===== config.mk =====
export PLATFORM = sky130hd
export DESIGN_NAME = bldc_start_seq
export DESIGN_NICKNAME = d
export VERILOG_FILES = /design/src/rtl/bldc_seq_pkg.sv /design/src/rtl/bldc_seq_datapath.sv /design/src/rtl/bldc_seq_ctrl.sv /design/src/rtl/bldc_start_seq.sv
export SDC_FILE = /design/constraint.sdc
export NUM_CORES = 1
export LEC_CHECK = 0
export BUFFER_PORTS_ARGS = -buffer_cell sky130_fd_sc_hd__buf_2
export CAP_MARGIN = 10
export CORE_ASPECT_RATIO = 0.75
export CORE_MARGIN = 4
export CORE_UTILIZATION = 39
export CTS_BUF_LIST = sky130_fd_sc_hd__clkbuf_4 sky130_fd_sc_hd__clkbuf_8
export DETAILED_ROUTE_END_ITERATION = 16
export GPL_TIMING_DRIVEN = 1
export MAX_ROUTING_LAYER = met4
export PLACE_DENSITY_LB_ADDON = 0.08
export RECOVER_POWER = 50
export SETUP_SLACK_MARGIN = 0.4
export SLEW_MARGIN = 20
export SYNTH_ARGS = -nofsm -noshare
export SYNTH_HDL_FRONTEND = slang
export SYNTH_SLANG_ARGS = --single-unit

===== constraint.sdc =====
create_clock -name clk -period 12.7 [get_ports clk]
set_clock_uncertainty 0.2 [all_clocks]
set_input_delay 2.54 -clock clk [delete_from_list [all_inputs] [get_ports clk]]
set_output_delay 2.54 -clock clk [all_outputs]
set_load 0.05 [all_outputs]

===== src/rtl/bldc_seq_pkg.sv =====
`timescale 1ns/1ps
package bldc_seq_pkg;

  typedef enum logic [2:0] {
    MD_OFF   = 3'd0,
    MD_SBRK  = 3'd1,
    MD_RBRK  = 3'd2,
    MD_DC1   = 3'd3,
    MD_DC2   = 3'd4,
    MD_FCOM  = 3'd5,
    MD_DRIVE = 3'd6
  } seq_mode_e;

  // control -> datapath strobes
  typedef struct packed {
    logic tmrClr;
    logic stepLoad;
    logic stepAdv;
    logic stepHalf;
    logic dirRev;
  } seq_strobe_s;

  // datapath -> control status
  typedef struct packed {
    logic slow;
    logic fast;
    logic aboveFc;
    logic t2Done;
    logic stepDue;
    logic hallEdge;
  } seq_status_s;

endpackage


===== src/rtl/bldc_seq_datapath.sv =====
`timescale 1ns/1ps
module bldc_seq_datapath
  import bldc_seq_pkg::*;
#(
  parameter int PER_W         = 10,
  parameter int T2_TICKS      = 24,
  parameter int FC_STEP_TICKS = 16,
  parameter int P40_TICKS     = 100,
  parameter int P200_TICKS    = 20
) (
  input  logic        clk,
  input  logic        rstN,
  input  logic        tick,
  input  logic        hallLvl,
  input  logic [1:0]  dcSel,
  input  logic [1:0]  fcSel,
  input  seq_strobe_s ctl,
  output seq_status_s stat,
  output logic [2:0]  stepIdx
);

  localparam int CW = PER_W + 4;
  localparam logic [PER_W-1:0] PER_SAT = '1;

  logic             hallPrev;
  logic [PER_W-1:0] perCnt, perLast, tmr, effPer;
  logic [CW-1:0]    t2Ticks, stepTicks, fcElecTicks;
  logic             hallRise, hallEdge;

  assign hallRise = hallLvl & ~hallPrev;
  assign hallEdge = hallLvl ^ hallPrev;

  always_comb begin
    effPer  = (perCnt > perLast) ? perCnt : perLast;
    t2Ticks = CW'(T2_TICKS) * (CW'(dcSel) + CW'(1));
    case (fcSel)
      2'd1:    stepTicks = CW'(FC_STEP_TICKS / 2);
      2'd2:    stepTicks = CW'(FC_STEP_TICKS * 2);
      default: stepTicks = CW'(FC_STEP_TICKS);
    endcase
    fcElecTicks   = stepTicks * CW'(6);
    stat.slow     = CW'(effPer) >= CW'(P40_TICKS);
    stat.fast     = CW'(effPer) <  CW'(P200_TICKS);
    stat.aboveFc  = CW'(effPer) <  fcElecTicks;
    stat.t2Done   = CW'(tmr) >= t2Ticks;
    stat.stepDue  = CW'(tmr) >= stepTicks;
    stat.hallEdge = hallEdge;
  end

  // Hall period measurement in ticks, saturating
  always_ff @(posedge clk or negedge rstN) begin
    if (!rstN) begin
      hallPrev <= 1'b0;
      perCnt   <= '0;
      perLast  <= PER_SAT;
    end else begin
      hallPrev <= hallLvl;
      if (hallRise) begin
        perLast <= perCnt;
        perCnt  <= '0;
      end else if (tick && perCnt != PER_SAT) begin
        perCnt <= perCnt + 1'b1;
      end
    end
  end

  // shared mode timer
  always_ff @(posedge clk or negedge rstN) begin
    if (!rstN)                     tmr <= '0;
    else if (ctl.tmrClr)           tmr <= '0;
    else if (tick && tmr != PER_SAT) tmr <= tmr + 1'b1;
  end

  // commutation step register
  always_ff @(posedge clk or negedge rstN) begin
    if (!rstN) begin
      stepIdx <= 3'd0;
    end else if (ctl.stepLoad) begin
      stepIdx <= hallLvl ? 3'd0 : 3'd3;
    end else if (ctl.stepAdv) begin
      if (ctl.dirRev) stepIdx <= (stepIdx == 3'd0) ? 3'd5 : stepIdx - 3'd1;
      else            stepIdx <= (stepIdx == 3'd5) ? 3'd0 : stepIdx + 3'd1;
    end else if (ctl.stepHalf) begin
      stepIdx <= (stepIdx >= 3'd3) ? stepIdx - 3'd3 : stepIdx + 3'd3;
    end
  end

endmodule


===== src/rtl/bldc_seq_ctrl.sv =====
`timescale 1ns/1ps
module bldc_seq_ctrl
  import bldc_seq_pkg::*;
(
  input  logic        clk,
  input  logic        rstN,
  input  logic        startCmd,
  input  logic        dirCmd,
  input  logic        rotValid,
  input  logic        rotDir,
  input  seq_status_s stat,
  output seq_mode_e   mode,
  output logic        useStartDuty,
  output seq_strobe_s ctl
);

  seq_mode_e nextMode;
  logic      dirLatch, toDc, nextDir, nextToDc, fcAdv;

  always_comb begin
    nextMode = mode;
    nextDir  = dirLatch;
    nextToDc = toDc;
    fcAdv    = 1'b0;
    ctl      = '0;
    if (!startCmd) begin
      nextMode = MD_OFF;
    end else begin
      case (mode)
        MD_OFF: begin
          nextDir  = dirCmd;
          nextToDc = 1'b0;
          if (rotValid) begin
            nextMode = (rotDir == dirCmd) ? MD_DRIVE : MD_RBRK;
          end else if (stat.slow) begin
            nextMode     = MD_DC1;
            ctl.stepLoad = 1'b1;
          end else if (!stat.fast) begin
            nextMode = MD_SBRK;
          end
        end
        MD_SBRK: begin
          if (stat.slow) begin
            nextMode     = MD_DC1;
            ctl.stepLoad = 1'b1;
          end
        end
        MD_RBRK: begin
          if (stat.slow) begin
            if (toDc) begin
              nextMode     = MD_DC1;
              ctl.stepLoad = 1'b1;
            end else begin
              nextMode = MD_FCOM;
            end
          end
        end
        MD_DC1: begin
          if (stat.t2Done) begin
            nextMode    = MD_DC2;
            ctl.stepAdv = 1'b1;
          end
        end
        MD_DC2: begin
          if (stat.t2Done) begin
            nextMode    = MD_FCOM;
            ctl.stepAdv = 1'b1;
          end
        end
        MD_FCOM: begin
          if (stat.aboveFc) begin
            nextMode = MD_DRIVE;
          end else if (stat.stepDue) begin
            ctl.stepAdv = 1'b1;
            fcAdv       = 1'b1;
          end
        end
        MD_DRIVE: begin
          if (dirCmd != dirLatch) begin
            nextMode = MD_RBRK;
            nextDir  = dirCmd;
            nextToDc = 1'b1;
          end else if (stat.hallEdge) begin
            ctl.stepHalf = 1'b1;
          end
        end
        default: nextMode = MD_OFF;
      endcase
    end
    ctl.tmrClr = (nextMode != mode) | fcAdv;
    ctl.dirRev = dirLatch;
  end

  assign useStartDuty = (mode == MD_DC1) || (mode == MD_DC2) || (mode == MD_FCOM);

  always_ff @(posedge clk or negedge rstN) begin
    if (!rstN) begin
      mode     <= MD_OFF;
      dirLatch <= 1'b0;
      toDc     <= 1'b0;
    end else begin
      mode     <= nextMode;
      dirLatch <= nextDir;
      toDc     <= nextToDc;
    end
  end

endmodule


===== src/rtl/bldc_start_seq.sv =====
`timescale 1ns/1ps
module bldc_start_seq
  import bldc_seq_pkg::*;
#(
  parameter int PER_W         = 10,
  parameter int T2_TICKS      = 24,
  parameter int FC_STEP_TICKS = 16,
  parameter int P40_TICKS     = 100,
  parameter int P200_TICKS    = 20
) (
  input  logic       clk,
  input  logic       rstN,
  input  logic       startCmd,
  input  logic       dirCmd,
  input  logic       rotValid,
  input  logic       rotDir,
  input  logic       hallLvl,
  input  logic       tick,
  input  logic [1:0] dcSel,
  input  logic [1:0] fcSel,
  output logic [2:0] mode,
  output logic [2:0] stepIdx,
  output logic       useStartDuty
);

  seq_strobe_s ctl;
  seq_status_s stat;
  seq_mode_e   modeQ;

  bldc_seq_ctrl u_ctrl (
    .clk(clk), .rstN(rstN), .startCmd(startCmd), .dirCmd(dirCmd),
    .rotValid(rotValid), .rotDir(rotDir), .stat(stat),
    .mode(modeQ), .useStartDuty(useStartDuty), .ctl(ctl)
  );

  bldc_seq_datapath #(
    .PER_W(PER_W), .T2_TICKS(T2_TICKS), .FC_STEP_TICKS(FC_STEP_TICKS),
    .P40_TICKS(P40_TICKS), .P200_TICKS(P200_TICKS)
  ) u_dp (
    .clk(clk), .rstN(rstN), .tick(tick), .hallLvl(hallLvl),
    .dcSel(dcSel), .fcSel(fcSel), .ctl(ctl), .stat(stat), .stepIdx(stepIdx)
  );

  assign mode = modeQ;

endmodule


Word level (Yosys, flattened, before mapping)
Cells that the tools add are included.
W data, S select, Z words.

operators by class
  $add $sub $neg = 7
  $mul = 2
  order comparisons = 7
  eq/ne operators = 15
  mux-type cells = 46
  bitwise operators = 4
  reduce and logical (&&, ||, !) cells = 12

operator list
  operator                 count
  $mux W3                  20
  $mux W10                 5
  $pmux W3 S7              1
  $add A10 B1 Y10 const B  2
  $ne A10 B10 Y1 const B   2
  $ge A10 B14 Y1           1
  $lt A10 B14 Y1           1
  $mul A2 B14 Y11 const A  1
  $mux W1                  14
  $eq A3 B3 Y1 const B     4
  $pmux W6 S2              1
  $ge A10 B6 Y1            1
  $ge A10 B7 Y1 const B    1
  $gt A10 B10 Y1           1
  $lt A10 B5 Y1 const B    1
  $mul A6 B2 Y8 const B    1
  $eq A3 B2 Y1 const B     2
  $logic_not A3 Y1         2
  $pmux W1 S2              3
  $reduce_bool A2 Y1       3
  $add A2 B1 Y3 const B    1
  $add A3 B1 Y3 const B    1
  $add A3 B2 Y3 const B    1
  $eq A3 B1 Y1 const B     1
  other kinds (20)         22

storage, ports and cells
  register bits after elaboration = 39

Longest topological paths before layout
  depth after elaboration = 11
  depth in mapped cells = 16

By module
A second synthesis with hierarchy kept.

unflattened totals
  cell total of the unflattened synthesis = 360
  area, all modules = 3,071.7 um^2

modules (own cells, without submodules)
  module             times used  cells each  area each (um^2)  sequential area each (um^2)
  bldc_seq_datapath  1           280         2,494.9           863.3
  bldc_seq_ctrl      1           80          576.8             125.1

Worst setup path before layout
No wires, ideal clock.

  kind = in2reg
  start point = input port dcSel[0]
  end point = register u_dp.tmr[4]
  library setup time = 0.078 ns
  arrival time = 4.788 ns
  setup slack = 7.634 ns
  cell stages on the path = 12
  path buffers = 0
  path through = inv_1 -> ha_1 -> xnor2_1 -> ha_1 -> a21o_1 -> a211oi_1 -> o21ai_1 -> a22o_1 -> a211o_1 -> a211oi_1 -> o21ai_2 -> a21oi_1

between the ends
  cells in the longest elaborated chain, start to end = 9
  elaborated cells between the ends (all ways) = 11
  those cells by class = add/sub (1); mul (1); order compare (1); eq/ne (1); mux (5); bitwise (1); reduce/logical (1)

RTL lines
  what                                            line                                      text
  from (decl)                                     bldc_start_seq.sv:19                      input logic [1:0] dcSel,
  $add A2 B1 Y3 *                                 bldc_seq_datapath.sv:35                   t2Ticks = CW'(T2_TICKS) * (CW'(dcSel) + CW'(1));
  $mul A2 B14 Y11 *                               bldc_seq_datapath.sv:35
  $ge A10 B14 Y1 *                                bldc_seq_datapath.sv:45                   stat.t2Done = CW'(tmr) >= t2Ticks;
  $mux W3, on equally long branches               bldc_seq_ctrl.sv:65, bldc_seq_ctrl.sv:59
  $pmux W3 S7 *                                   bldc_seq_ctrl.sv:29                       case (mode)
  $mux W3 *                                       bldc_seq_ctrl.sv:26                       if (!startCmd) begin
  $ne A3 B3 Y1 *                                  bldc_seq_ctrl.sv:90                       ctl.tmrClr = (nextMode != mode) | fcAdv;
  $or A1 B1 Y1 *                                  bldc_seq_ctrl.sv:90
  $mux W10 or $reduce_bool A2 Y1 (tied branches)  --
  to (signal assigned)                            bldc_seq_datapath.sv:71                   else if (tick && tmr != PER_SAT) tmr <= tmr + 1'b1;
  to (decl)                                       bldc_seq_datapath.sv:26                   logic [PER_W-1:0] perCnt, perLast, tmr, effPer;

Mark *: on every way between the ends. The rest lies on a longest branch, timed or not.
A chain may end at the register's enable or synchronous reset.

Final worst setup path
Same ends and word-level chain as after synthesis.

==> out/metrics.csv <==
stage;metric;value;unit
run_status;run_status;finished with violations;
run_status;violations_in_the_final_reports;max-capacitance violations, max-slew violations;
floorplanning;number_of_placed_i_o_pins;19;
timing;final-setup-viol-count;0;
global_routing;met3_usage;3.56;%
critical_path;reg2regPathDepth;15;
power;power.static_leakage;1.49;nW
cells_and_area;layout.core_utilization;44.4;%
global_routing;grt_max_degree;40;
power;peakVddDrop;0.0000772;V
yosys;yosys.area_share.xor_xnor;5.38;%
clock_tree;cts_buffers;5;
clock_tree;cts_num_sinks;39;
yosys;synth.area.top_cells;dfrtp_1 23%, ha_1 15%, dfstp_2 8.5%;
run;cap_violations;1;
floorplanning;die_area;9430;µm²
cells_and_area;area_delta_synth_final;8.21;%
yosys;netlist_area;3090;µm²
power;pwr-share-clk;14.0;%
timing;final_period_minus_worst_setup_slack;5200;ps
yosys;ys_async_sr_fraction;100;%
global_routing;grt_pass1_vias;2548;
global_routing;first_pass_grt_wire_length;12500;µm
clock_tree;cts_resized;0;
cells_and_area;nNetsFinal;426;
clock_tree;post-cts-setup-buffer-count;0;
critical_path;crit_required;12720;ps
detailed_routing;route.antenna.remaining_nets;0;
yosys;synth_common_cells;41 x nand2_1, 37 x ha_1, 33 x nor2_1;
timing;post_route_clock_period_utilization;40.9;%
cells_and_area;num_antenna_cells;0;
global_routing;global_route_track_usage_on_met1;23.5;%
timing;rsz0062_at_grt;false;
worst_hold_path;min-delay-path-class;flop to flop;
critical_path;cp-endpoint;u_dp.tmr[4]$_DFFE_PN0P_;
yosys;synthesis.nets;413;
global_routing;groute.usage.overall;16.4;%
detailed_routing;postRouteWirelength;7010;µm
placement;place.gp.congestion;0.779;
placement;dp_cells;471;
timing;slew_headroom;-52.9;%
timing;drv_slew;40;
timing;setup_slack;7500;ps
critical_path;r2r_setup_slack;8010;ps
power;p_sw_share;48.6;%
detailed_routing;drt_iter0_markers;173;
timing;timing.setup.tns;0;ps
critical_path;endpoint_kind;flop;
floorplanning;fp.coreArea;7530;µm²
power;power_report.internal_total;0.326;mW
timing;max_freq;192;MHz
detailed_routing;routed_wire_length_per_instance;14.6;µm
global_routing;total_grt_overflow;0;
detailed_routing;drt-vias-per-instance;5.36;
yosys;sequential_fraction_of_the_synthesis_area;32.0;%
critical_path;crit_arrival;5220;ps
clock_tree;tritoncts;built;
yosys;synth_top_cell_by_area;dfrtp_1;
global_routing;initial_antenna_violation_count;0;
cells_and_area;layout-drive-gt1-share;12.7;%
power;total_switching_power;0.309;mW
yosys;adder_and_majority_gate_portion_of_the_synthesized_area;15.0;%
cells_and_area;finalNonFillerCells;479;
placement;port_buffers;18;
critical_path;critPathKind;input port to flop;
power;cellPowerDensity;190;nW/µm²
yosys;post_synth_mux_area_share;2.83;%
critical_path;worstReg2RegEnd;u_dp.tmr[8]$_DFFE_PN0P_;
critical_path;startpoint_of_the_worst_setup_timing_path;dcSel[0];
yosys;synth_enable_flop_cells;0;
timing;finalHoldViolCount;0;
detailed_routing;drt_pre_antenna_iters;4;
yosys;synthesized_netlist_cell_count;364;
clock_tree;ctsRootBufferMaster;clkbuf_8;
power;power;0.634;mW
yosys;synth_compound_gate_area_share;18.4;%
floorplanning;floorplan.rows;27;
power;combinational_power_share;55.6;%
yosys;synth-simple-area-share;21.3;%
yosys;synth_top_family_by_area;simple AND/OR/NAND/NOR gates;
power;seqPwrFrac;30.4;%
yosys;number_of_flip_flops_and_latches_in_the_synthesized_netlist;39;
global_routing;grt_use_met2;23.5;%
placement;post_dp_cell_area;3260;µm²
clock_tree;cts.path.max_buffers;2;
floorplanning;die_height;85.1;µm
yosys;synth_top_flop_cell;dfrtp_1;
clock_tree;hold_buffers;0;
clock_tree;cts.reportedPaths.clkPinSlew;80;ps
yosys;most_used_standard_cell_by_instance_count_after_synthesis;nand2_1;
clock_tree;clk_latency;290;ps
yosys;post_synthesis_cell_type_count;58;
cells_and_area;nFillCells;767;
floorplanning;die_width;111;µm
global_routing;grt_busiest_layer;met1;
timing;final.hold.worst_slack;296;ps
critical_path;worstReg2RegStart;u_dp.perLast[9]$_DFFE_PN1P_;
placement;place_worst_setup_slack;7210;ps
floorplanning;initial_core_utilization;41.1;%
timing;tightest_slew;2290;ps
cells_and_area;post-route-cell-area;3350;µm²
clock_tree;h-tree-depth;2;
critical_path;worst_setup_path_start_kind;input port;
yosys;synthDominantCellAreaShare;23.5;%
yosys;synth.yosys.warnings;0;
critical_path;worst-path-max-fanout;10;
placement;hpwl;5170;µm
detailed_routing;route.vias.total;2566;
yosys;synthesis.area_per_instance;8.50;µm²
detailed_routing;remaining_drc_errors;0;
## worst min path at each step
| stage | cells after the start | end | slack [ps] | from |
|---|---|---|---|---|
| final | 2 | u_dp.perLast[1]$_DFFE_PN1P_ | 300 | u_dp.perLast[1]$_DFFE_PN1P_ |
| after detailed placement | 2 | u_dp.perLast[1]$_DFFE_PN1P_ | 290 | u_dp.perLast[1]$_DFFE_PN1P_ |
| after floorplan | 2 | u_dp.perLast[1]$_DFFE_PN1P_ | 270 | u_dp.perLast[1]$_DFFE_PN1P_ |
| after CTS | 2 | u_dp.perLast[1]$_DFFE_PN1P_ | 300 | u_dp.perLast[1]$_DFFE_PN1P_ |
| after global placement | 2 | u_dp.perLast[1]$_DFFE_PN1P_ | 290 | u_dp.perLast[1]$_DFFE_PN1P_ |
| after global routing | 2 | u_dp.perLast[1]$_DFFE_PN1P_ | 340 | u_dp.perLast[1]$_DFFE_PN1P_ |
## power by group through the flow
stage	combinational [mW]	sequential [mW]	clock, mW
finish	0.353	0.193	0.0887
global route	0.394	0.199	0.0981
CTS	0.353	0.192	0.0916
detailed placement	0.350	0.195	0
global placement	0.349	0.195	0
floorplan	0.267	0.198	0
## area by class of cell
class                      instances  area (µm²)  share of cell area (%)
clock buffer                       7        83.8                    2.50
clock inverter                     1        5.00                   0.150
inverter                          30         113                    3.36
multi-input combinational        283        1950                    58.1
sequential                        39         988                    29.5
tap                              101         126                    3.78
timing repair buffer              18        85.1                    2.54
## worst max-delay path: stages
cell and delay, ps:
buf_2 130, inv_1 90, ha_1 330, inv_1 60, a22oi_1 200, ha_1 280
a211oi_1 200, o21ai_1 210, a22o_1 290, a211o_1 280, a211oi_1 250, o21ai_2 200
a21oi_1 160
## cell usage in the layout, fill, tap and decap left out, types with 2 or more instances in the layout
master    instances
nand2_1          41
ha_1             37
nor2_1           33
inv_1            30
dfrtp_1          29
o21ai_0          26
a21oi_1          20
nand3_1          14
buf_2            14
xnor2_1          11
dfstp_2          10
nor3_1            9
xor2_1            8
nand4_1           6
mux2_2            6
o211ai_1          5
nor4_1            5
clkbuf_8          5
a211oi_1          4
and3_1            4
clkbuf_1          4
a211o_1           3
nand2b_1          3
nor2b_1           3
o21a_1            3
or3_1             3
o311ai_0          2
nand3b_1          2
a311oi_1          2
o31ai_1           2
o22ai_1           2
a21boi_0          2
mux2i_1           2
clkbuf_4          2
## flip-flops by register name (all words and copies together) (netlist names)
register	cells
u_ctrl.mode	3
u_dp.hallPrev	1
u_ctrl.dirLatch	1
u_ctrl.toDc	1
u_dp.stepIdx	3
u_dp.tmr	10
u_dp.perLast	10
u_dp.perCnt	10
## logic make-up (layout without fill, tap and decap cells)
logic type                 after synthesis  in the layout
xor gates and xnor gates                19             19
buffers and inverters                   42             56
muxes                                    8              8
DFF                                     39             39
AOI/OAI and AO/OA                       84             84
adders and majority gates               37             37
and+or+nand+nor                        135            135
## layer usage
metal | part of all wire, % | vias to the layer above
met5 | 0 | -
met4 | 0.76 | 0
met3 | 3.8 | 6
met2 | 40 | 37
met1 | 55 | 1209
li1 | - | 1314
No activity file was read; power rests on OpenSTA's default activity.
